$ cat src/rtl/pc_pwm_timer.sv
module pc_pwm_timer #(
  parameter int CW = 8
) (
  input  logic          clk,
  input  logic          rst_n,
  input  logic [2:0]    clk_sel,
  input  logic          cmp_we,
  input  logic [CW-1:0] cmp_wdata,
  input  logic          mode_we,
  input  logic [1:0]    mode_wdata,
  input  logic [1:0]    flag_clr,
  output logic          pwm_out,
  output logic          ovf_flag,
  output logic          cmp_flag
);

  localparam int            PSW = 10;
  localparam logic [CW-1:0] BOT = '0;
  localparam logic [CW-1:0] TOP = '1;

  logic [PSW-1:0] pre;
  logic           tick;
  logic [CW-1:0]  cnt;
  logic           up;
  logic [CW-1:0]  cmp_hold;
  logic [CW-1:0]  cmp_act;
  logic [1:0]     mode;
  logic           oc;
  logic           hit;

  always_ff @(posedge clk) begin
    if (!rst_n) pre <= '0;
    else        pre <= pre + 1'b1;
  end

  always_comb begin
    case (clk_sel)
      3'd1:    tick = 1'b1;
      3'd2:    tick = &pre[2:0];
      3'd3:    tick = &pre[5:0];
      3'd4:    tick = &pre[7:0];
      3'd5:    tick = &pre[9:0];
      default: tick = 1'b0;
    endcase
  end

  assign hit = tick && (cnt == cmp_act);

  always_ff @(posedge clk) begin
    if (!rst_n) begin
      cnt <= BOT;
      up  <= 1'b1;
    end else if (tick) begin
      if (up) begin
        cnt <= cnt + 1'b1;
        if (cnt == TOP - 1'b1) up <= 1'b0;
      end else begin
        cnt <= cnt - 1'b1;
        if (cnt == BOT + 1'b1) up <= 1'b1;
      end
    end
  end

  always_ff @(posedge clk) begin
    if (!rst_n) begin
      cmp_hold <= '0;
      cmp_act  <= '0;
      mode     <= 2'd0;
    end else begin
      if (cmp_we)               cmp_hold <= cmp_wdata;
      if (tick && cnt == TOP)   cmp_act  <= cmp_hold;
      if (mode_we)              mode     <= mode_wdata;
    end
  end

  always_ff @(posedge clk) begin
    if (!rst_n) begin
      oc <= 1'b0;
    end else if (hit) begin
      if (cmp_act == BOT)      oc <= 1'b0;
      else if (cmp_act == TOP) oc <= 1'b1;
      else                     oc <= ~up;
    end
  end

  always_ff @(posedge clk) begin
    if (!rst_n) begin
      ovf_flag <= 1'b0;
      cmp_flag <= 1'b0;
    end else begin
      if (tick && cnt == BOT) ovf_flag <= 1'b1;
      else if (flag_clr[0])   ovf_flag <= 1'b0;
      if (hit)                cmp_flag <= 1'b1;
      else if (flag_clr[1])   cmp_flag <= 1'b0;
    end
  end

  assign pwm_out = (mode == 2'd2) ? oc : (mode == 2'd3) ? ~oc : 1'b0;

  assert_step_R1: assert property (@(posedge clk) disable iff (!rst_n)
    tick |=> ((cnt == CW'($past(cnt) + 1'b1)) || (cnt == CW'($past(cnt) - 1'b1))));

  assert_hold_R1: assert property (@(posedge clk) disable iff (!rst_n)
    !tick |=> $stable(cnt));

  assert_turn_top_R1: assert property (@(posedge clk) disable iff (!rst_n)
    (tick && cnt == TOP) |=> (cnt == TOP - 1'b1));

  assert_turn_bot_R1: assert property (@(posedge clk) disable iff (!rst_n)
    (tick && cnt == BOT) |=> (cnt == BOT + 1'b1));

  assert_ovf_set_R3: assert property (@(posedge clk) disable iff (!rst_n)
    (tick && cnt == BOT) |=> ovf_flag);

  assert_load_only_top_R7: assert property (@(posedge clk) disable iff (!rst_n)
    !(tick && cnt == TOP) |=> $stable(cmp_act));

  assert_cmp_set_R8: assert property (@(posedge clk) disable iff (!rst_n)
    (tick && cnt == cmp_act) |=> cmp_flag);

  assert_low_extreme_R6: assert property (@(posedge clk) disable iff (!rst_n)
    (tick && cnt == BOT && cmp_act == BOT) |=> !oc);

endmodule

$ cat config.mk
export PLATFORM = sky130hd
export DESIGN_NAME = pc_pwm_timer
export DESIGN_NICKNAME = d
export VERILOG_FILES = /design/src/rtl/pc_pwm_timer.sv
export SDC_FILE = /design/constraint.sdc
export NUM_CORES = 1
export LEC_CHECK = 0
export ABC_AREA = 1
export BUFFER_PORTS_ARGS = -buffer_cell sky130_fd_sc_hd__buf_2
export CELL_PAD_IN_SITES_DETAIL_PLACEMENT = 1
export CELL_PAD_IN_SITES_GLOBAL_PLACEMENT = 1
export CORE_MARGIN = 10
export CORE_UTILIZATION = 42
export DETAILED_ROUTE_END_ITERATION = 12
export PLACE_DENSITY = 0.84
export RECOVER_POWER = 100
export SYNTH_ARGS = -nofsm -noshare
export SYNTH_HDL_FRONTEND = slang
export SYNTH_SLANG_ARGS = --single-unit
$ cat constraint.sdc
create_clock -name clk -period 2.2 [get_ports clk]
set_input_delay 0.44 -clock clk [delete_from_list [all_inputs] [get_ports clk]]
set_output_delay 0.44 -clock clk [all_outputs]
set_load 0.03 [all_outputs]
==> impl_metrics.py, run 1 <==
metrics = {
    "global_routing": {
        "grt_max_degree": 21,
        "overflow": 0,
        "grt_pass1_wl_um": 8910,
        "grt_usage_pct": 12.7,
        "antenna_found_initial": 0,
        "grt_pass1_vias": 1977,
    },
    "critical_path": {
        "critPathKind": "flop to flop",
        "crit_chain": "ha_1 -> nand2_1 -> nor2_4 -> nand3_1 -> nand2_1 -> nand3_4 -> nor2_8 -> nand2_1 -> nand2_1 -> nor2_1",
        "end_kind": "flop",
        "worstPathMaxFanout": 16,
        "slowest_stage": "dfxtp_1",
        "slowest_delay_ns": 0.36,
        "startpoint_type": "flop",
        "r2r_slack_ns": 0.41,
        "crit_arrival_ns": 1.98,
        "cp_data_required_time_ns": 2.38,
        "worst_path_most_repeated_cell": "nand2_1",
    },
    "floorplanning": {
        "fp.dieArea_um2": 8340,
        "start_util_pct": 44.3,
        "die_w_um": 91.3,
        "io_pins": 22,
        "die_h_um": 91.3,
        "rows": 25,
        "core_area_um2": 4820,
    },
    "timing": {
        "fin_tns_setup_ns": 0,
        "drv_slew": 0,
        "holdWs_ns": 0.366,
        "finalCritPeriodShare_pct": 81.6,
        "report.final.setup_viol": 0,
        "finalCriticalPeriod_ns": 1.79,
        "rsz0062_at_grt": "false",
        "fmaxAchievable_ghz": 0.557,
        "worst_pin_slew_ns": 0.733,
        "hold_violations": 0,
        "skew_ns": 0.00442,
        "fin_ws_ns": 0.405,
        "maxSlewHeadroom_pct": 51.1,
    },
    "synthesis": {
        "synth.area.top_cells": "dfxtp_1 37%, nand2_1 13%, nor2_1 8.3%",
        "synth_area_um2": 2140,
        "synth_warnings": 0,
        "avgSynthCellArea_um2": 6.89,
        "yosysTopAreaCellShare_pct": 37.5,
        "yosysTopAreaCell": "dfxtp_1",
        "ys_types": 29,
        "syn-num-nets": 336,
        "ys_ff_latch": 40,
        "synth_seq_area_share_pct": 37.5,
        "syn_inst": 310,
    },
    "cts": {
        "cts_tree": "built",
        "clk_latency_ns": 0.29,
        "numClockSinks": 40,
        "ctsHoldBuffers": 0,
        "cts_buffer_depth": 2,
        "post_cts_resized": 0,
        "clkTransAtPathRegs_ns": 0.08,
        "cts-buffers-inserted": 5,
        "htreeDepth": 2,
        "post_cts_buffers": 0,
        "cts-root-buf": "clkbuf_8",
    },
    "power": {
        "p_per_area_nw_per_um2": 653,
        "power.leakage_nw": 1.09,
        "vdd_ir_drop_max_mv": 0.413,
        "power.total_w": 0.00156,
    },
    "run": {
        "maxCapViolCount": 0,
    },
    "final_layout": {
        "syn_to_final_growth_pct": 11.7,
        "diodes": 0,
        "final_cell_mix": "76 x nand2_1, 47 x nor2_1, 40 x dfxtp_1, 32 x inv_1, 25 x a21oi_1",
        "fillCellCount": 681,
        "fin_cells": 396,
        "final_common_cell": "nand2_1",
        "nets": 354,
        "layout-drive-gt1-share_pct": 11.6,
    },
    "detailed_routing": {
        "dr.first_iter.drc_count": 75,
        "via_per_inst": 4.88,
        "postRouteAntennaNets": 0,
        "drc_errors": 0,
        "routed_wl_um": 5130,
        "routedWlPerCell_um": 12.9,
        "vias": 1934,
        "drt_first_pass_iters": 4,
    },
    "placed_design": {
        "routabilityCongestion": 0.888,
        "dp_slack_ns": 0.465,
        "dp_cells": 388,
        "hpwl_um": 3820,
        "portBuffers": 21,
    },
    "status": {
        "outcome": "finished clean",
    },
    "min_path": {
        "hp-class": "input pin to flop",
    },
}
cells by family after synthesis:
logic type | count (synthesis) | synth area share (%)
DFF | 40 | 37.5
AOI/OAI and AO/OA | 45 | 11.0
buffers and inverters | 45 | 8.73
adders and majority gates | 7 | 4.10
xor gates and xnor gates | 8 | 3.28
and+or+nand+nor | 165 | 35.4
synth_stat cells:
library cell,number
a21oi_1,25
a31oi_1,1
and3_1,1
and3_2,2
buf_2,5
buf_8,1
clkbuf_1,5
clkinv_1,1
dfxtp_1,40
ha_1,7
inv_1,32
inv_2,1
nand2_1,74
nand2_2,4
nand3_1,17
nand3_2,2
nand3_4,1
nand4_1,6
nor2_1,47
nor2_4,3
nor2_8,1
nor3_1,4
nor3_2,1
nor4_1,2
o21a_1,2
o21ai_0,16
o31ai_1,1
xnor2_1,2
xor2_1,6
sequential cells by signal, summed over array words and instances, names as in the netlist:
name,flops
cnt,8
up,1
pre,10
cmp_flag,1
cmp_act,8
oc,1
cmp_hold,8
ovf_flag,1
mode,2
worst max-delay path: cells and delay by family, from the launching register on:
kind	cells	cell delay (ns)
flip-flops	1	0.36
adder cells (fa/ha/maj)	1	0.18
AND/OR/NAND/NOR	9	1.14
power by group:
part           internal (W)  switching, W
combinational     0.0000522     0.0000916
sequential         0.000748     0.0000160
clock              0.000400      0.000250
total               0.00120      0.000357
final timing paths:
check | from | endpoint | depth (start not counted)
max | pre[0] | cmp_act[5] | 10
min | mode_wdata[1] | mode[1] | 3
max reg2reg | pre[0] | cmp_act[5] | 10
min reg2reg | cmp_hold[6] | cmp_hold[6] | 2
layout make-up:
type                            count  area [um^2]  share of cell area (%)
Inverter                           34          128                    5.35
Clock buffer                        7         96.3                    4.04
Multi-Input combinational cell    225         1140                    47.9
Timing Repair Buffer               22          104                    4.35
Clock inverter                      1         30.0                    1.26
Sequential cell                    40          801                    33.6
Tap cell                           67         83.8                    3.51
stage by stage:
stage / area (um^2) / util (%)
finish: 2390 / 49.5
global route: 2390 / 49.5
CTS: 2400 / 49.8
detailed placement: 2270 / 47.2
global placement: 2270 / 47.2
floorplan: 2140 / -
metal layers:
layer	global-route usage (%)	up-vias	part of all wire, %
li1	-	1022	-
met1	15.5	887	48
met2	21.4	17	48
met3	3.05	8	1.9
met4	4.05	0	1.5
met5	0	-	0
Power figures use the tool's default switching activity.
==> run 2: changes to the inputs <==
Settings changed: CORE_UTILIZATION 42 to 38, PLACE_DENSITY 0.84 to 0.8.
Clock period 2.2 ns to 1.55 ns, I/O delays scaled along.
==> impl_metrics.py, run 2 (synthesized netlist as in run 1, its figures left out) <==
metrics = {
    "status": {
        "outcome": "finished clean",
    },
    "detailed_routing": {
        "via_per_inst": 4.96,
        "drt_first_pass_iters": 6,
        "dr.first_iter.drc_count": 95,
        "routedWlPerCell_um": 14.1,
        "postRouteAntennaNets": 0,
        "drc_errors": 0,
        "vias": 2067,
        "routed_wl_um": 5860,
    },
    "critical_path": {
        "ff2ff_path_depth": 9,
        "startpoint_type": "flop",
        "crit_chain": "ha_4 -> nand2_4 -> nor2_4 -> nand3_2 -> nand2_4 -> nand3_4 -> buf_6 -> o21ai_2 -> a21oi_1",
        "worstPathMaxFanout": 5,
        "slowest_stage": "dfxtp_2",
        "r2r_end": "cnt[1]",
        "crit_arrival_ns": 1.72,
        "r2r_start": "pre[1]",
        "worst_path_most_repeated_cell": "nand2_4",
        "end_kind": "flop",
        "cp_data_required_time_ns": 1.74,
        "timing.critical_path.from": "pre[1]",
        "r2r_slack_ns": 0.02,
        "critPathKind": "flop to flop",
        "slowest_delay_ns": 0.36,
        "endpoint": "cnt[1]",
    },
    "placed_design": {
        "routabilityCongestion": 0.815,
        "portBuffers": 21,
        "hpwl_um": 4010,
        "dp_cells": 405,
    },
    "timing": {
        "drv_slew": 0,
        "worst_pin_slew_ns": 0.479,
        "rsz0062_at_grt": "true",
        "fmaxAchievable_ghz": 0.652,
        "fin_tns_setup_ns": 0,
        "finalCriticalPeriod_ns": 1.53,
        "skew_ns": 0.00602,
        "maxSlewHeadroom_pct": 68.0,
        "finalCritPeriodShare_pct": 98.9,
        "hold_violations": 0,
        "report.final.setup_viol": 0,
    },
    "final_layout": {
        "multiInputGateArea_um2": 1250,
        "fillCellCount": 706,
        "fin_cells": 417,
        "final_common_cell": "nand2_1",
        "syn_to_final_growth_pct": 22.2,
        "largest_reg_flops": 10,
        "layout-drive-gt1-share_pct": 23.8,
        "top_register": "pre",
        "seq_area_um2": 806,
        "nets": 370,
        "final_cell_mix": "69 x nand2_1, 44 x nor2_1, 36 x dfxtp_1, 31 x inv_1, 23 x a21oi_1",
        "diodes": 0,
    },
    "power": {
        "seq_power_share_pct": 52.1,
        "power.leakage_nw": 1.19,
        "combPwrFrac_pct": 12.5,
        "power.internal_w": 0.00153,
        "power.total_w": 0.00209,
        "p_switching_w": 0.000557,
        "switching_share_pct": 26.7,
        "pwr-share-clk_pct": 35.3,
        "vdd_ir_drop_max_mv": 0.623,
        "p_per_area_nw_per_um2": 800,
    },
    "floorplanning": {
        "fp.dieArea_um2": 9020,
        "io_pins": 22,
        "core_area_um2": 5470,
        "die_h_um": 95.0,
        "die_w_um": 95.0,
        "rows": 27,
        "start_util_pct": 39.0,
    },
    "cts": {
        "ctsHoldBuffers": 0,
        "clkTransAtPathRegs_ns": 0.08,
        "cts_tree": "built",
        "htreeDepth": 2,
        "cts_buffer_depth": 2,
        "numClockSinks": 40,
        "cts-root-buf": "clkbuf_8",
        "clk_latency_ns": 0.30,
        "cts-buffers-inserted": 5,
    },
    "min_path": {
        "hp-class": "input pin to flop",
    },
    "global_routing": {
        "antenna_found_initial": 0,
        "grt_max_degree": 21,
        "grt_usage_pct": 13.8,
        "grt_pass1_vias": 2113,
        "grt_pass1_wl_um": 9960,
        "overflow": 0,
    },
    "run": {
        "maxCapViolCount": 0,
    },
}
==> run 2: layer usage <==
metal | routed length (um) | track usage [%] | vias to the layer above | share of wire (%)
met1 | 2660 | 16.5 | 976 | 45
met5 | 0 | 0 | - | 0
met3 | 165 | 2.93 | 7 | 2.8
li1 | - | - | 1057 | -
met4 | 69 | 3.99 | 0 | 1.2
met2 | 2970 | 24.2 | 27 | 51
==> run 2: critical path, delay by kind of cell (launching register included) <==
family                   cells  cell delay (ns)
AND/OR/NAND/NOR              5             0.55
AO/OA/AOI/OAI                2             0.18
buffers and inverters        1             0.18
adder cells (fa/ha/maj)      1             0.15
flip-flops                   1             0.36
==> run 2: how the worst min path moves through the flow <==
stage / endpoint / depth (start not counted) / from
CTS: mode[1] / 3 / mode_wdata[1]
floorplan: pre[0] / 1 / pre[0]
finish: mode[1] / 3 / mode_wdata[1]
global route: mode[1] / 3 / mode_wdata[1]
global placement: cmp_hold[1] / 2 / cmp_hold[1]
detailed placement: cmp_hold[4] / 2 / cmp_hold[4]
==> run 2: cell type report <==
| cell class | instances | area share (%) |
|---|---|---|
| Clock buffer | 7 | 3.31 |
| Clock inverter | 1 | 0.288 |
| Inverter | 34 | 4.89 |
| Multi-Input combinational cell | 227 | 48.1 |
| Sequential cell | 40 | 30.9 |
| Tap cell | 72 | 3.45 |
| Timing Repair Buffer | 36 | 9.11 |
==> run 2: timing repair <==
item                       in CTS  in global routing
setup endpoints to repair      17                 18
gates cloned                    2                  0
pin swaps                       9                  9
gates resized for setup        15                 16
setup buffers                   1                  1
==> run 2: power by group through the flow <==
stage	sequential [W]	combinational [W]	clock, W
2_1_floorplan	0.00111	0.000142	0
3_3_place_gp	0.00111	0.000213	0
3_5_place_dp	0.00111	0.000221	0
4_1_cts	0.00109	0.000247	0.000751
5_1_grt	0.00109	0.000295	0.000799
6_report	0.00109	0.000262	0.000737
==> run 2: through the flow <==
stage / utilization (%) / hold WS [ns] / area, um^2 / setup WS [ns]
5_1_grt: 47.7 / 0.246 / 2610 / -0.0938
2_1_floorplan: - / 0.418 / 2140 / 0.0123
3_5_place_dp: 43.3 / 0.444 / 2370 / -0.0617
3_3_place_gp: 43.3 / 0.444 / 2370 / -0.000791
6_report: 47.7 / 0.235 / 2610 / 0.0172
4_1_cts: 46.7 / 0.235 / 2560 / -0.0141
==> run 3: changes to the inputs <==
Settings changed: PLACE_DENSITY 0.8 to default, PLACE_DENSITY_LB_ADDON from default to 0.1.
==> impl_metrics.py, run 3 (synthesized netlist as in run 1, its figures left out) <==
metrics = {
    "floorplanning": {
        "rows": 27,
        "core_area_um2": 5470,
        "start_util_pct": 39.0,
        "io_pins": 22,
        "die_w_um": 95.0,
        "fp.dieArea_um2": 9020,
        "die_h_um": 95.0,
    },
    "critical_path": {
        "crit_chain": "ha_4 -> nand2_4 -> nor2_4 -> nand3_2 -> nand2_2 -> nand2_2 -> nor2_4 -> buf_4 -> buf_6 -> nand2_1 -> a21oi_2",
        "startpoint_type": "flop",
        "r2r_end": "cnt[6]",
        "end_kind": "flop",
        "cp_data_required_time_ns": 1.78,
        "r2r_start": "pre[1]",
        "timing.critical_path.from": "pre[1]",
        "critical-path-top-delay-family": "simple AND/OR/NAND/NOR gates",
        "slowest_delay_ns": 0.35,
        "r2r_slack_ns": 0.02,
        "worstPathMaxFanout": 4,
        "crit_arrival_ns": 1.76,
        "ff2ff_path_depth": 11,
        "path_buf_inv": 2,
        "critPathKind": "flop to flop",
        "slowest_stage": "dfxtp_2",
    },
    "global_routing": {
        "grt_max_degree": 30,
        "overflow": 0,
        "antenna_found_initial": 0,
        "grt_pass1_wl_um": 9450,
        "grt_usage_pct": 12.8,
        "grt_pass1_vias": 2110,
    },
    "timing": {
        "maxSlewHeadroom_pct": 66.4,
        "hold_violations": 0,
        "rsz0062_at_grt": "true",
        "finalCritPeriodShare_pct": 98.6,
        "fmaxAchievable_ghz": 0.654,
        "report.final.setup_viol": 0,
        "drv_slew": 0,
        "fin_tns_setup_ns": 0,
        "skew_ns": 0.00372,
        "worst_pin_slew_ns": 0.503,
        "finalCriticalPeriod_ns": 1.53,
    },
    "min_path": {
        "min_to": "mode[1]",
        "hp-class": "input pin to flop",
        "hp-start": "mode_wdata[1]",
        "hold_depth": 3,
    },
    "run": {
        "maxCapViolCount": 0,
    },
    "final_layout": {
        "nets": 376,
        "final_cell_mix": "65 x nand2_1, 44 x nor2_1, 37 x dfxtp_1, 31 x inv_1, 22 x a21oi_1",
        "diodes": 0,
        "largest_reg_flops": 10,
        "utilization_pct": 48.8,
        "top_register": "pre",
        "fillCellCount": 745,
        "syn_to_final_growth_pct": 25.0,
        "layout-drive-gt1-share_pct": 25.6,
        "final_common_cell": "nand2_1",
    },
    "detailed_routing": {
        "routed_wl_um": 5550,
        "drt_first_pass_iters": 4,
        "vias": 2055,
        "routedWlPerCell_um": 13.1,
        "dr.first_iter.drc_count": 43,
        "postRouteAntennaNets": 0,
        "via_per_inst": 4.86,
        "drc_errors": 0,
    },
    "cts": {
        "numClockSinks": 40,
        "clk_latency_ns": 0.29,
        "cts_tree": "built",
        "clkTransAtPathRegs_ns": 0.08,
        "cts-root-buf": "clkbuf_8",
        "ctsHoldBuffers": 0,
        "cts_buffer_depth": 2,
        "cts-buffers-inserted": 5,
        "htreeDepth": 2,
    },
    "power": {
        "power.leakage_nw": 1.24,
        "vdd_ir_drop_max_mv": 0.550,
        "power.total_w": 0.00220,
        "p_per_area_nw_per_um2": 824,
    },
    "placed_design": {
        "portBuffers": 21,
        "routabilityCongestion": 0.854,
        "hpwl_um": 4100,
    },
    "status": {
        "outcome": "finished clean",
    },
}
-- run 3: changes by cell type in the layout (fill, tap and decap cells not counted), moves of 2 or more --
cell	before	now
ha_2	2	0
nand2_1	69	65
ha_1	4	6
nand2_2	6	10
buf_4	12	18
-- run 3: cell type report --
class	instances	area, um^2	share of cell area (%)
multi-input combinational	226	1240	46.5
sequential	40	805	30.1
timing repair buffer	43	294	11.0
inverter	34	128	4.78
tap	72	90.1	3.37
clock buffer	5	68.8	2.58
clock inverter	3	42.5	1.59
-- run 3: metrics by stage --
step	cells	hold slack (ns)	area, um^2	worst slack (ns)
2_1_floorplan	310	0.418	2140	0.0123
3_3_place_gp	410	0.442	2410	0.0173
3_5_place_dp	410	0.447	2410	-0.0426
4_1_cts	422	0.224	2600	0.0101
5_1_grt	423	0.257	2670	-0.131
6_report	423	0.235	2670	0.0215
-- run 3: where the power goes --
group	internal (W)	switching, W	total [W]
logic	0.000114	0.000152	0.000266
registers	0.00106	0.0000219	0.00108
clock network	0.000476	0.000374	0.000850
-- run 3: what timing repair did --
item                                    in CTS  in global routing
pin swaps                                    8                 20
buffers inserted                             3                  1
gates cloned                                 1                  0
gates resized for setup                     13                 21
endpoints found under the setup margin      14                 20
-- run 3: worst max path at each step --
stage                 endpoint  slack (ns)  cells after the start
finish                  cnt[6]        0.02                     11
global route            cnt[7]       -0.13                     10
CTS                 cmp_act[6]        0.01                     10
detailed placement          oc       -0.04                     10
global placement            oc        0.02                     10
floorplan           cmp_act[7]        0.01                     11
-- run 3: routing by layer --
metal,vias up,share of wire [%],track usage [%]
met4,0,1.9,3.37
met2,24,50,22.7
met1,957,45,15.5
met5,-,0,0
met3,8,2.6,2.38
li1,1066,-,-
-- run 3: worst register-to-register path, cell delays in order (launching register included) --
cell     delay [ns]
dfxtp_2        0.35
ha_4           0.15
nand2_4        0.06
nor2_4         0.12
nand3_2        0.09
nand2_2        0.10
nand2_2        0.08
nor2_4         0.11
buf_4          0.13
buf_6          0.09
nand2_1        0.06
a21oi_2        0.11
